<file path="config.mk">
export PLATFORM = sky130hd
export DESIGN_NAME = rx_pkt_filter
export DESIGN_NICKNAME = d
export VERILOG_FILES = /design/src/rtl/rx_pkt_pkg.sv /design/src/rtl/rx_addr_match.sv /design/src/rtl/rx_wptr_ctrl.sv /design/src/rtl/rx_pkt_filter.sv
export SDC_FILE = /design/constraint.sdc
export NUM_CORES = 1
export LEC_CHECK = 0
export BUFFER_PORTS_ARGS = -buffer_cell sky130_fd_sc_hd__buf_2
export CAP_MARGIN = 20
export CORE_MARGIN = 4
export CORE_UTILIZATION = 55
export CTS_BUF_LIST = sky130_fd_sc_hd__clkbuf_8
export DETAILED_ROUTE_END_ITERATION = 10
export PLACE_DENSITY = 0.81
export SYNTH_ARGS = -nofsm -noshare
export SYNTH_HDL_FRONTEND = slang
export SYNTH_SLANG_ARGS = --single-unit
</file>
<file path="constraint.sdc">
create_clock -name clk -period 4.5 [get_ports clk]
set_input_delay 0.225 -clock clk [delete_from_list [all_inputs] [get_ports clk]]
set_output_delay 0.225 -clock clk [all_outputs]
set_load 0.01 [all_outputs]
</file>
<file path="src/rtl/rx_pkt_pkg.sv">
// Shared definitions for the receive packet filter.
// Assumes byte-wide FIFO data.
package rx_pkt_pkg;
    localparam int BYTE_W = 8;

    typedef enum logic [2:0] {
        ST_IDLE,
        ST_ADDR,
        ST_BODY,
        ST_TAIL,
        ST_STAT2
    } rx_state_e;

    typedef enum logic [1:0] {
        ADR_NONE  = 2'd0,
        ADR_EXACT = 2'd1,
        ADR_BC0   = 2'd2,
        ADR_BC0FF = 2'd3
    } adr_mode_e;

    localparam logic [BYTE_W-1:0] BCAST_LO = 8'h00;
    localparam logic [BYTE_W-1:0] BCAST_HI = 8'hFF;

    // Second status byte: CRC flag in the top bit, link quality field zero.
    function automatic logic [BYTE_W-1:0] crc_status_byte(input logic ok);
        return {ok, {(BYTE_W-1){1'b0}}};
    endfunction
endpackage

</file>
<file path="src/rtl/rx_addr_match.sv">
// Address filter: decides whether a received address byte is wanted.
// Purely combinational; the caller presents the address byte when it matters.
module rx_addr_match
    import rx_pkt_pkg::*;
(
    input  logic [1:0]        mode,
    input  logic [BYTE_W-1:0] dev_addr,
    input  logic [BYTE_W-1:0] rx_addr,
    output logic              hit
);
    logic own_hit;
    logic lo_hit;
    logic hi_hit;

    // Compare against the device address and the two broadcast values.
    always_comb begin
        own_hit = (rx_addr == dev_addr);
        lo_hit  = (rx_addr == BCAST_LO);
        hi_hit  = (rx_addr == BCAST_HI);
    end

    // Combine the comparisons according to the filter mode.
    always_comb begin
        case (adr_mode_e'(mode))
            ADR_NONE:  hit = 1'b1;
            ADR_EXACT: hit = own_hit;
            ADR_BC0:   hit = own_hit | lo_hit;
            ADR_BC0FF: hit = own_hit | lo_hit | hi_hit;
            default:   hit = 1'b0;
        endcase
    end
endmodule

</file>
<file path="src/rtl/rx_wptr_ctrl.sv">
// FIFO write port with a rollback point.
// mark latches the current pointer as the packet start. restore reloads it.
// Assumes restore and wr_req are never high in the same cycle.
module rx_wptr_ctrl
    import rx_pkt_pkg::*;
#(
    parameter int FIFO_AW = 6
) (
    input  logic               clk,
    input  logic               rst_n,
    input  logic               wr_req,
    input  logic [BYTE_W-1:0]  wr_byte,
    input  logic               mark,
    input  logic               restore,
    output logic               fifo_we,
    output logic [FIFO_AW-1:0] fifo_waddr,
    output logic [BYTE_W-1:0]  fifo_wdata
);
    localparam logic [FIFO_AW-1:0] PTR_ONE = FIFO_AW'(1);

    logic [FIFO_AW-1:0] wptr_q;
    logic [FIFO_AW-1:0] base_q;

    // Advance, or roll back, the write pointer; remember the packet start.
    always_ff @(posedge clk) begin
        if (!rst_n) begin
            wptr_q <= '0;
            base_q <= '0;
        end else begin
            if (restore)     wptr_q <= base_q;
            else if (wr_req) wptr_q <= wptr_q + PTR_ONE;
            if (mark)        base_q <= wptr_q;
        end
    end

    // Register the FIFO write port.
    always_ff @(posedge clk) begin
        if (!rst_n) begin
            fifo_we    <= 1'b0;
            fifo_waddr <= '0;
            fifo_wdata <= '0;
        end else begin
            fifo_we <= wr_req;
            if (wr_req) begin
                fifo_waddr <= wptr_q;
                fifo_wdata <= wr_byte;
            end
        end
    end

    a_r13_contiguous: assert property (@(posedge clk) disable iff (!rst_n)
        (fifo_we && $past(fifo_we)) |-> (fifo_waddr == $past(fifo_waddr) + PTR_ONE));

    a_r6_rollback_point: assert property (@(posedge clk) disable iff (!rst_n)
        (restore && !mark) |=> (wptr_q == $past(base_q)));
endmodule

</file>
<file path="src/rtl/rx_pkt_filter.sv">
// Receive packet filter and handler.
// Parses the length and address bytes, enforces the length, filters addresses,
// appends status bytes and rolls the FIFO back on a drop.
// Assumes in_sop only while idle, in_eop in a cycle of its own after the last
// byte, and two quiet cycles after in_eop.
module rx_pkt_filter
    import rx_pkt_pkg::*;
#(
    parameter int FIFO_AW = 6
) (
    input  logic               clk,
    input  logic               rst_n,
    input  logic               in_valid,
    input  logic               in_sop,
    input  logic [7:0]         in_data,
    input  logic               in_eop,
    input  logic               in_crc_ok,
    input  logic [7:0]         in_rssi,
    input  logic               cfg_var_len,
    input  logic [7:0]         cfg_pkt_len,
    input  logic [1:0]         cfg_adr_mode,
    input  logic [7:0]         cfg_dev_addr,
    input  logic               cfg_append_status,
    input  logic               cfg_crc_autoflush,
    output logic               fifo_we,
    output logic [FIFO_AW-1:0] fifo_waddr,
    output logic [7:0]         fifo_wdata,
    output logic               pkt_accept,
    output logic               pkt_drop
);
    rx_state_e         state_q, state_d;
    logic [BYTE_W-1:0] remain_q, remain_d;
    logic              crc_q, crc_d;

    logic              adr_hit;
    logic              adr_on;
    logic              len_bad;
    logic              take;
    logic              take_is_adr;
    logic [BYTE_W-1:0] take_cnt;
    logic              wr_req;
    logic [BYTE_W-1:0] wr_byte;
    logic              mark;
    logic              restore;
    logic              acc_ev;
    logic              drop_ev;

    rx_addr_match u_match (
        .mode     (cfg_adr_mode),
        .dev_addr (cfg_dev_addr),
        .rx_addr  (in_data),
        .hit      (adr_hit)
    );

    rx_wptr_ctrl #(.FIFO_AW(FIFO_AW)) u_wptr (
        .clk        (clk),
        .rst_n      (rst_n),
        .wr_req     (wr_req),
        .wr_byte    (wr_byte),
        .mark       (mark),
        .restore    (restore),
        .fifo_we    (fifo_we),
        .fifo_waddr (fifo_waddr),
        .fifo_wdata (fifo_wdata)
    );

    // Decode the configuration that the state machine needs.
    always_comb begin
        adr_on  = (cfg_adr_mode != 2'd0);
        len_bad = (in_data == '0) || (in_data > cfg_pkt_len);
    end

    // Packet state machine: choose the next state, the writes and the pulses.
    always_comb begin
        state_d     = state_q;
        remain_d    = remain_q;
        crc_d       = crc_q;
        take        = 1'b0;
        take_is_adr = 1'b0;
        take_cnt    = remain_q;
        wr_req      = 1'b0;
        wr_byte     = in_data;
        mark        = 1'b0;
        restore     = 1'b0;
        acc_ev      = 1'b0;
        drop_ev     = 1'b0;

        case (state_q)
            ST_IDLE: begin
                if (in_valid && in_sop) begin
                    mark = 1'b1;
                    if (cfg_var_len) begin
                        if (len_bad) begin
                            drop_ev = 1'b1;
                        end else begin
                            wr_req   = 1'b1;
                            remain_d = in_data;
                            state_d  = adr_on ? ST_ADDR : ST_BODY;
                        end
                    end else begin
                        take        = 1'b1;
                        take_is_adr = adr_on;
                        take_cnt    = cfg_pkt_len;
                    end
                end
            end
            ST_ADDR, ST_BODY: begin
                if (in_eop) begin
                    drop_ev = 1'b1;
                    restore = 1'b1;
                    state_d = ST_IDLE;
                end else if (in_valid) begin
                    take        = 1'b1;
                    take_is_adr = (state_q == ST_ADDR);
                end
            end
            ST_TAIL: begin
                if (in_eop) begin
                    if (cfg_crc_autoflush && !in_crc_ok) begin
                        drop_ev = 1'b1;
                        restore = 1'b1;
                        state_d = ST_IDLE;
                    end else if (cfg_append_status) begin
                        wr_req  = 1'b1;
                        wr_byte = in_rssi;
                        crc_d   = in_crc_ok;
                        state_d = ST_STAT2;
                    end else begin
                        acc_ev  = 1'b1;
                        state_d = ST_IDLE;
                    end
                end
            end
            ST_STAT2: begin
                wr_req  = 1'b1;
                wr_byte = crc_status_byte(crc_q);
                acc_ev  = 1'b1;
                state_d = ST_IDLE;
            end
            default: state_d = ST_IDLE;
        endcase

        // Store one counted byte, or reject it if it is an unwanted address.
        if (take) begin
            if (take_is_adr && !adr_hit) begin
                drop_ev = 1'b1;
                restore = (state_q != ST_IDLE);
                state_d = ST_IDLE;
            end else begin
                wr_req   = 1'b1;
                wr_byte  = in_data;
                remain_d = take_cnt - 8'd1;
                state_d  = (take_cnt == 8'd1) ? ST_TAIL : ST_BODY;
            end
        end
    end

    // State, byte counter and latched CRC flag.
    always_ff @(posedge clk) begin
        if (!rst_n) begin
            state_q  <= ST_IDLE;
            remain_q <= '0;
            crc_q    <= 1'b0;
        end else begin
            state_q  <= state_d;
            remain_q <= remain_d;
            crc_q    <= crc_d;
        end
    end

    // Register the packet verdict pulses.
    always_ff @(posedge clk) begin
        if (!rst_n) begin
            pkt_accept <= 1'b0;
            pkt_drop   <= 1'b0;
        end else begin
            pkt_accept <= acc_ev;
            pkt_drop   <= drop_ev;
        end
    end

    a_r4_bad_length: assert property (@(posedge clk) disable iff (!rst_n)
        (state_q == ST_IDLE && in_valid && in_sop && cfg_var_len &&
         (in_data == 8'd0 || in_data > cfg_pkt_len)) |=> (pkt_drop && !fifo_we));

    a_r6_addr_reject: assert property (@(posedge clk) disable iff (!rst_n)
        (state_q == ST_ADDR && in_valid && !in_eop && !adr_hit) |=> (pkt_drop && !fifo_we));

    a_r8_crc_flush: assert property (@(posedge clk) disable iff (!rst_n)
        (state_q == ST_TAIL && in_eop && cfg_crc_autoflush && !in_crc_ok)
        |=> (pkt_drop && !fifo_we));

    a_r7_second_status: assert property (@(posedge clk) disable iff (!rst_n)
        (state_q == ST_STAT2) |=> (fifo_we && pkt_accept && fifo_wdata[6:0] == 7'd0));

    a_r10_exclusive: assert property (@(posedge clk) disable iff (!rst_n)
        $onehot0({pkt_accept, pkt_drop}));
endmodule

</file>
==> run metrics, run 1 <==
GPL Wtd Cong 0.9324; Hold WC Path Type input port to flip-flop; Period minus WS final 2925 ps; clk_lat worst skew 300 ps; Synth area leaders dfxtp_1, mux2i_1, o211a_1, ha_1, nand2_1; Setup Skew 6.051 ps; initial antenna violation count 0; Die Y 76.62 µm; Overall Power 0.001434 W; post-route setup TNS 0 ps; fmax 0.3418 GHz; synthesized area 2590 µm²; Port Buffers 59; IO Count 60; Mapped Cells 294; DP HPWL 4.835 mm; grt total ovfl 0; share of cells above drive strength 1 23.93%; CTS tree done; worst reg2reg path depth 9; setup ws final 1575 ps; setup violators final 0; mux share of post-synthesis cell area 7.826%; worst-path cell chain nand3b_4 > nor3_2 > nand3_1 > nor3_1 > buf_4 > nor4b_4 > buf_4 > or4_1 > a31oi_1; Yosys Warn Count 0; Adder-Cell Fraction of Synth Area 5.314%; R2R Path Start state_q[2]$_SDFFE_PN0P_; total setup buffers inserted after CTS 0; Synth Area in XOR/XNOR 5.072%; Hold Crit Endpoint crc_q$_SDFFE_PN0P_; first-pass GRT wire length 11.05 mm; post-synth cell types 55; worst endpoint required time 4730 ps; register area share after synthesis 31.69%; post-placement cell area 2908 µm²; Post-synth top flop dfxtp_1; Post-DRT Antenna Nets 0; max cap viols 0; Arr. time, crit path 3150 ps; Synth Register Bits 41; Crit. End Element flip-flop; Compound-Gate Fraction of Synth Area 23.14%; Post-CTS Resized 0; TritonCTS Sinks 41; Worst Hold Depth 3; Clk Tree Root Cell clkbuf_8; Area Growth Syn to Fin 16.91%; Post-synth EDFFs 0; WL/cell 16.33 µm; vias in the first global route 2279; total of fill cells in the finished design 361; Tcrit/Tclk final 65.01%; largest net degree at the start of global routing 42; final hold violation count 0; via count 2439; most common cell after layout, fill and taps aside buf_2; Placement Setup Slack 1631 ps; Syn Nets 348; Cell Rows 24; Max Root-Sink Buffers 2; post-synthesis simple-gate area fraction 22.51%; final WL 6.581 mm; Crit path top cell by count buf_4; most frequent cells in the layout buf_2, dfxtp_1, nand2_1; Slowest cell on crit path or4_1; Initial Utilization 58.28%; PD cells 473.7 nW/µm²; Synth area leader dfxtp_1; H-tree levels 2; r2r setup slk 1570 ps; Crit Path Category flip-flop to flip-flop; Synth async-reset ratio 0%; Pleak 1.457 nW; average size of a mapped cell 8.809 µm²; critical path launch point type flip-flop; GRT Util Overall 23.00%; Critical R2R Capture u_wptr.wptr_q[5]$_SDFFE_PN0P_; Num CTS Buffers 5; DRT iter0 DRCs 208; max_slew headroom 57.34%; Least-Margin Pin Slew 639.9 ps; hold bufs inserted after CTS 0; Yosys top cell area share 31.69%; largest family of logic cells by synthesized area compound AO/OA/AOI/OAI gates; fin area 3028 µm²; first drt pass iteration count 4; status completed; ANT cells 0; slowest stage delay, CP 520 ps; nets@finish 404; die outline width 76.62 µm; RSZ-0062 raised after global routing false; Residual DRC 0; Die ar. 5871 µm²; hold_sp in_crc_ok; Pins Over Slew Limit 0; Clock transition at path regs 80 ps; area of the core 4444 µm²; peak supply drop 0.2881 mV; vias per cell 6.052; crit-path max FO 16
==> routing by layer <==
| layer | wire, µm | GRT usage [%] | share of wire [%] | up-vias |
|---|---|---|---|---|
| li1 | - | - | - | 1196 |
| met5 | 0 | 0 | 0 | - |
| met1 | 2978 | 31.21 | 45 | 1135 |
| met4 | 110 | 6.884 | 1.7 | 0 |
| met3 | 532 | 5.792 | 8.1 | 12 |
| met2 | 2960 | 35.85 | 45 | 96 |
==> final cells by class <==
cell class | instances | area [µm²] | share of cell area (%)
inverters | 11 | 41.29 | 1.364
repair buffers | 62 | 317.8 | 10.50
well taps | 52 | 65.06 | 2.149
clock buffers | 6 | 82.58 | 2.727
clock inverters | 2 | 37.54 | 1.240
multi-input cells | 229 | 1663 | 54.92
flip-flops and latches | 41 | 820.8 | 27.11
==> cells by family (layout without fill, tap and decap cells) <==
kind of cell	Yosys count	count (layout)
flip-flops	41	41
AND/OR/NAND/NOR	107	107
AO/OA/AOI/OAI	77	77
multiplexers	19	19
buffers and inverters	24	81
XOR/XNOR	15	15
adder cells (fa/ha/maj)	11	11
==> stage by stage <==
stage / hold WS, ps / util [%] / instances
after floorplan: 394.5 / - / 294
after global placement: 450.7 / 65.43 / 395
after detailed placement: 456.1 / 65.43 / 395
after CTS: 221.4 / 68.13 / 403
after global routing: 223.2 / 68.13 / 403
final: 216.6 / 68.13 / 403
==> power by group <==
part | switching (W) | leakage (nW) | internal (W) | total [W]
sequential | 0.0000800 | 0.334 | 0.000448 | 0.000528
clock | 0.000133 | 0.0574 | 0.000180 | 0.000313
combinational | 0.000332 | 1.07 | 0.000261 | 0.000593
total | 0.000544 | 1.46 | 0.000890 | 0.00143
==> cell usage after synthesis, types with 4 or more instances <==
cell type / count
nand4_1: 6
a31oi_1: 5
o21ai_1: 5
nor2b_1: 11
or3_1: 7
nand3_1: 11
inv_1: 11
dfxtp_1: 41
a221o_1: 7
clkbuf_1: 6
buf_4: 4
mux2i_1: 18
nor3_1: 6
o211a_1: 14
nor2_1: 11
nand2_1: 35
a21oi_1: 12
o21ai_0: 10
xnor2_1: 13
a21boi_0: 9
ha_1: 11
==> state kept, by name, indices dropped and copies added (netlist names) <==
| name | flops |
|---|---|
| pkt_accept | 1 |
| pkt_drop | 1 |
| state_q | 3 |
| u_wptr.fifo_we | 1 |
| crc_q | 1 |
| u_wptr.wptr_q | 6 |
| u_wptr.base_q | 6 |
| remain_q | 8 |
| u_wptr.fifo_wdata | 8 |
| u_wptr.fifo_waddr | 6 |
==> worst max path at each step <==
stage,start,to,depth (start not counted)
2_1_floorplan,cfg_pkt_len[1],u_wptr.wptr_q[1]$_SDFFE_PN0P_,11
5_1_grt,state_q[2]$_SDFFE_PN0P_,u_wptr.wptr_q[5]$_SDFFE_PN0P_,9
3_5_place_dp,state_q[2]$_SDFFE_PN0P_,u_wptr.wptr_q[5]$_SDFFE_PN0P_,9
4_1_cts,state_q[2]$_SDFFE_PN0P_,u_wptr.wptr_q[5]$_SDFFE_PN0P_,9
3_3_place_gp,state_q[2]$_SDFFE_PN0P_,u_wptr.wptr_q[5]$_SDFFE_PN0P_,9
6_report,state_q[2]$_SDFFE_PN0P_,u_wptr.wptr_q[5]$_SDFFE_PN0P_,9
==> worst max-delay path, delay by kind of cell (launching register included) <==
family / cells / cell delay (ps)
compound gates: 1 / 160
buf+inv: 2 / 520
flops: 1 / 430
simple gates: 6 / 1750
Note: power is estimated with default switching activity, not from simulation.
==> run 2, diff against run 1 <==
--- a/config.mk
+++ b/config.mk
@@ -8,10 +8,10 @@
 export BUFFER_PORTS_ARGS = -buffer_cell sky130_fd_sc_hd__buf_2
 export CAP_MARGIN = 20
 export CORE_MARGIN = 4
-export CORE_UTILIZATION = 55
+export CORE_UTILIZATION = 51
 export CTS_BUF_LIST = sky130_fd_sc_hd__clkbuf_8
 export DETAILED_ROUTE_END_ITERATION = 10
-export PLACE_DENSITY = 0.81
+export PLACE_DENSITY = 0.79
 export SYNTH_ARGS = -nofsm -noshare
 export SYNTH_HDL_FRONTEND = slang
 export SYNTH_SLANG_ARGS = --single-unit
==> constraint.sdc (replaced) <==
create_clock -name clk -period 2.4 [get_ports clk]
set_input_delay 0.12 -clock clk [delete_from_list [all_inputs] [get_ports clk]]
set_output_delay 0.12 -clock clk [all_outputs]
set_load 0.01 [all_outputs]
==> run metrics, run 2 (same netlist as run 1, synthesis figures left out) <==
setup violators final 0; Crit. End Element flip-flop; DR top layer met4; r2r setup slk 100 ps; Worst Setup EP remain_q[4]$_SDFF_PN0_; area of the core 4817 µm²; Metal-1 WL 3.050 mm; Residual DRC 0; WHS 114.0 ps; DRT iter0 DRCs 201; critical path launch point type flip-flop; max_slew headroom 57.95%; fmax 0.4352 GHz; CTS tree done; die outline width 79.26 µm; Num CTS Buffers 5; largest net degree at the start of global routing 42; DP HPWL 5.220 mm; Cell Rows 25; WL/cell 15.80 µm; vias in the first global route 2420; worst endpoint required time 2610 ps; R2R Path Start state_q[0]$_SDFFE_PN0P_; via count 2519; GRT Util Overall 22.76%; Die ar. 6282 µm²; first drt pass iteration count 4; GPL Wtd Cong 0.9150; largest registers remain_q x8, u_wptr.fifo_wdata x8; Tcrit/Tclk final 95.74%; Initial Utilization 53.77%; total setup buffers inserted after CTS 0; vias per cell 5.661; post-route setup TNS 0 ps; most frequent cells in the layout buf_2, dfxtp_1, nand2_1; Pins Over Slew Limit 0; met2 wire length 3.364 mm; Pleak 1.596 nW; grt total ovfl 0; Clk Tree Root Cell clkbuf_8; peak supply drop 0.4362 mV; max cap viols 0; IO Count 60; first-pass GRT wire length 11.36 mm; Port Buffers 59; Least-Margin Pin Slew 630.7 ps; Area Growth Syn to Fin 26.96%; Max Root-Sink Buffers 2; Crit Path Category flip-flop to flip-flop; ANT cells 0; wire length on met3 487 µm; Setup Skew 9.406 ps; Arr. time, crit path 2500 ps; final WL 7.029 mm; Die Y 79.26 µm; clk_lat worst skew 300 ps; Overall Power 0.002880 W; initial antenna violation count 0; most common cell after layout, fill and taps aside buf_2; Clock transition at path regs 90 ps; Critical R2R Capture remain_q[4]$_SDFF_PN0_; H-tree levels 2; TritonCTS Sinks 41; crit-path max FO 15; RSZ-0062 raised after global routing false; Period minus WS final 2298 ps; final hold violation count 0; Hold WC Path Type input port to flip-flop; Post-DRT Antenna Nets 0; status completed; share of cells above drive strength 1 29.63%; worst reg2reg path depth 9; PD cells 876.0 nW/µm²; nets@finish 431; Setup crit start state_q[0]$_SDFFE_PN0P_
[run 2: cell types whose count changed in the layout (fill, tap and decap cells not counted), sizes merged]
| cell | change |
|---|---|
| clkinv | +1 |
| clkbuf | -1 |
| buf | +27 |
[run 2: worst min path at each step]
stage,from,end,cells past startpoint
finish,in_crc_ok,crc_q$_SDFFE_PN0P_,3
global route,cfg_append_status,state_q[2]$_SDFFE_PN0P_,2
CTS,in_crc_ok,crc_q$_SDFFE_PN0P_,3
detailed placement,in_crc_ok,crc_q$_SDFFE_PN0P_,3
global placement,in_crc_ok,crc_q$_SDFFE_PN0P_,3
floorplan,in_crc_ok,crc_q$_SDFFE_PN0P_,2
[run 2: critical path, stage by stage (launching register included)]
cell and delay [ps]:
dfxtp_1 320, or3_4 380, or2_0 260, buf_12 180
mux2i_4 280, ha_4 210, nand3_1 110, xnor2_1 150
o221ai_1 130, and3_1 180
[run 2: repair_timing]
item	4_1_cts	5_1_grt
setup endpoints to repair	0	2
hold endpoints to repair	0	0
hold buffers	0	0
gates resized for setup	0	4
[run 2: final cells by class]
class,instances,area (µm²)
fill,424,1529
timing repair buffer,89,533.0
sequential,41,820.8
tap,67,83.83
inverter,11,41.29
clock buffer,5,68.82
multi-input combinational,229,1694
clock inverter,3,46.29
[run 2: power breakdown]
part | leakage (nW) | internal [W] | switching, W | total [W]
Clock | 0.0543 | 0.000311 | 0.000258 | 0.000569
Combinational | 1.21 | 0.000639 | 0.000708 | 0.00135
Sequential | 0.334 | 0.000840 | 0.000123 | 0.000964
Total | 1.60 | 0.00179 | 0.00109 | 0.00288
[run 2: routing by layer]
layer	global-route usage (%)	vias to the layer above
met5	0	-
met4	6.701	0
met3	3.741	15
met2	39.06	90
met1	29.25	1163
li1	-	1251
[run 2: per-stage QoR]
stage	util, %	area (µm²)	worst slack (ps)	instances
CTS	67.61	3257	52.09	445
global route	68.26	3288	17.44	445
detailed placement	65.22	3142	83.69	437
floorplan	-	2590	218.0	294
global placement	65.22	3142	94.59	437
finish	68.26	3288	102.3	445
==> run 3, diff against run 2 <==
--- a/config.mk
+++ b/config.mk
@@ -12,6 +12,7 @@
 export CTS_BUF_LIST = sky130_fd_sc_hd__clkbuf_8
 export DETAILED_ROUTE_END_ITERATION = 10
 export PLACE_DENSITY = 0.79
+export RECOVER_POWER = 25
 export SYNTH_ARGS = -nofsm -noshare
 export SYNTH_HDL_FRONTEND = slang
 export SYNTH_SLANG_ARGS = --single-unit
==> run metrics, run 3 (same netlist as run 1, synthesis figures left out) <==
status completed; DRT iter0 DRCs 204; slowest stage delay, CP 380 ps; setup violators final 0; ANT cells 0; Hold WC Path Type input port to flip-flop; hold_sp in_crc_ok; max cap viols 0; Die ar. 6282 µm²; Pleak 1.536 nW; Crit. End Element flip-flop; Arr. time, crit path 2490 ps; Clk Tree Root Cell clkbuf_8; TritonCTS Sinks 41; largest net degree at the start of global routing 42; PD cells 876.3 nW/µm²; critical path launch point type flip-flop; grt total ovfl 0; post-placement cell area 3142 µm²; GPL Wtd Cong 0.9150; hold bufs inserted after CTS 0; max_slew headroom 56.98%; area of the core 4817 µm²; Crit Path Category flip-flop to flip-flop; worst endpoint required time 2600 ps; Critical R2R Capture remain_q[4]$_SDFF_PN0_; area of the multi-input gates 1694 µm²; final WL 7.042 mm; Num CTS Buffers 5; Initial Utilization 53.77%; die outline width 79.26 µm; FF+latch area 820.8 µm²; crit-path max FO 15; clk_lat worst skew 300 ps; fmax 0.4373 GHz; first drt pass iteration count 4; Period minus WS final 2287 ps; initial antenna violation count 0; final hold violation count 0; via count 2517; IO Count 60; fin area 3271 µm²; Final Non-Filler Cells 445; Worst Setup EP remain_q[4]$_SDFF_PN0_; R2R Path Start state_q[0]$_SDFFE_PN0P_; Area Growth Syn to Fin 26.28%; DP Cell Count 437; Layout Utilization 67.90%; H-tree levels 2; Setup crit start state_q[0]$_SDFFE_PN0P_; Pins Over Slew Limit 0; Least-Margin Pin Slew 645.3 ps; worst reg2reg path depth 9; most frequent cells in the layout buf_2, dfxtp_1, nand2_1; CTS tree done; GRT Util Overall 22.76%; setup ws final 113.3 ps; Crit path depth 9; vias in the first global route 2420; r2r setup slk 110 ps; WL/cell 15.82 µm; Max Root-Sink Buffers 2; most common cell after layout, fill and taps aside buf_2; DP HPWL 5.220 mm; Residual DRC 0; Post-DRT Antenna Nets 0; Clock transition at path regs 90 ps; Cell Rows 25; Port Buffers 59; worst path bufs/invs 1; post-route setup TNS 0 ps; Die Y 79.26 µm; nets@finish 431; first-pass GRT wire length 11.36 mm; Placement Setup Slack 83.69 ps; share of cells above drive strength 1 25.93%; largest registers remain_q x8, u_wptr.fifo_wdata x8; peak supply drop 0.4359 mV; vias per cell 5.656; RSZ-0062 raised after global routing false; Top delay family on crit path simple AND/OR/NAND/NOR gates; Tcrit/Tclk final 95.28%; total of fill cells in the finished design 433; worst-path cell chain or3_4 > or2_0 > buf_12 > mux2i_4 > ha_4 > nand3_1 > xnor2_1 > o221ai_1 > and3_1; Setup Skew 9.074 ps; Slowest cell on crit path or3_4
[run 3: cell type report]
| type | count | share of cell area, % |
|---|---|---|
| Timing Repair Buffer | 89 | 15.76 |
| Inverter | 11 | 1.262 |
| Multi-Input combinational cell | 229 | 51.80 |
| Sequential cell | 41 | 25.10 |
| Tap cell | 67 | 2.563 |
| Clock inverter | 3 | 1.415 |
| Clock buffer | 5 | 2.104 |
[run 3: worst min-delay path by stage]
| stage | slack (ps) | cells after the start | end |
|---|---|---|---|
| after floorplan | 290 | 2 | crc_q$_SDFFE_PN0P_ |
| after global placement | 400 | 3 | crc_q$_SDFFE_PN0P_ |
| after detailed placement | 410 | 3 | crc_q$_SDFFE_PN0P_ |
| after CTS | 110 | 3 | crc_q$_SDFFE_PN0P_ |
| after global routing | 120 | 2 | state_q[2]$_SDFFE_PN0P_ |
| final | 120 | 3 | crc_q$_SDFFE_PN0P_ |
[run 3: tightest hold or removal path, stage by stage]
cell	delay, ps
buf_2	90
mux2i_1	60
nor2b_1	100
[run 3: what timing repair did]
item / 4_1_cts / 5_1_grt
resized for setup: 0 / 4
endpoints found under the setup margin: 0 / 2
buffers inserted: 0 / 0
[run 3: power breakdown]
| part | leakage, nW | total (W) | switching, W | internal, W |
|---|---|---|---|---|
| logic | 1.15 | 0.00134 | 0.000708 | 0.000628 |
| clock network | 0.0543 | 0.000566 | 0.000254 | 0.000311 |
| registers | 0.334 | 0.000965 | 0.000125 | 0.000840 |
| total | 1.54 | 0.00287 | 0.00109 | 0.00178 |
[run 3: metrics by stage]
stage | power (W) | hold WS, ps
CTS | 0.002843 | 112.3
floorplan | 0.001805 | 289.5
global route | 0.003055 | 121.2
finish | 0.002866 | 117.4
detailed placement | 0.002261 | 413.1
global placement | 0.002228 | 401.4
[run 3: metal layers]
layer  GRT usage (%)  vias up  wire length [µm]  part of all wire (%)
li1                -     1248                 -                     -
met1           29.25     1154              2963                    42
met2           39.06       99              3375                    48
met3           3.741       16               576                   8.2
met4           6.701        0               125                   1.8
met5               0        -                 0                     0
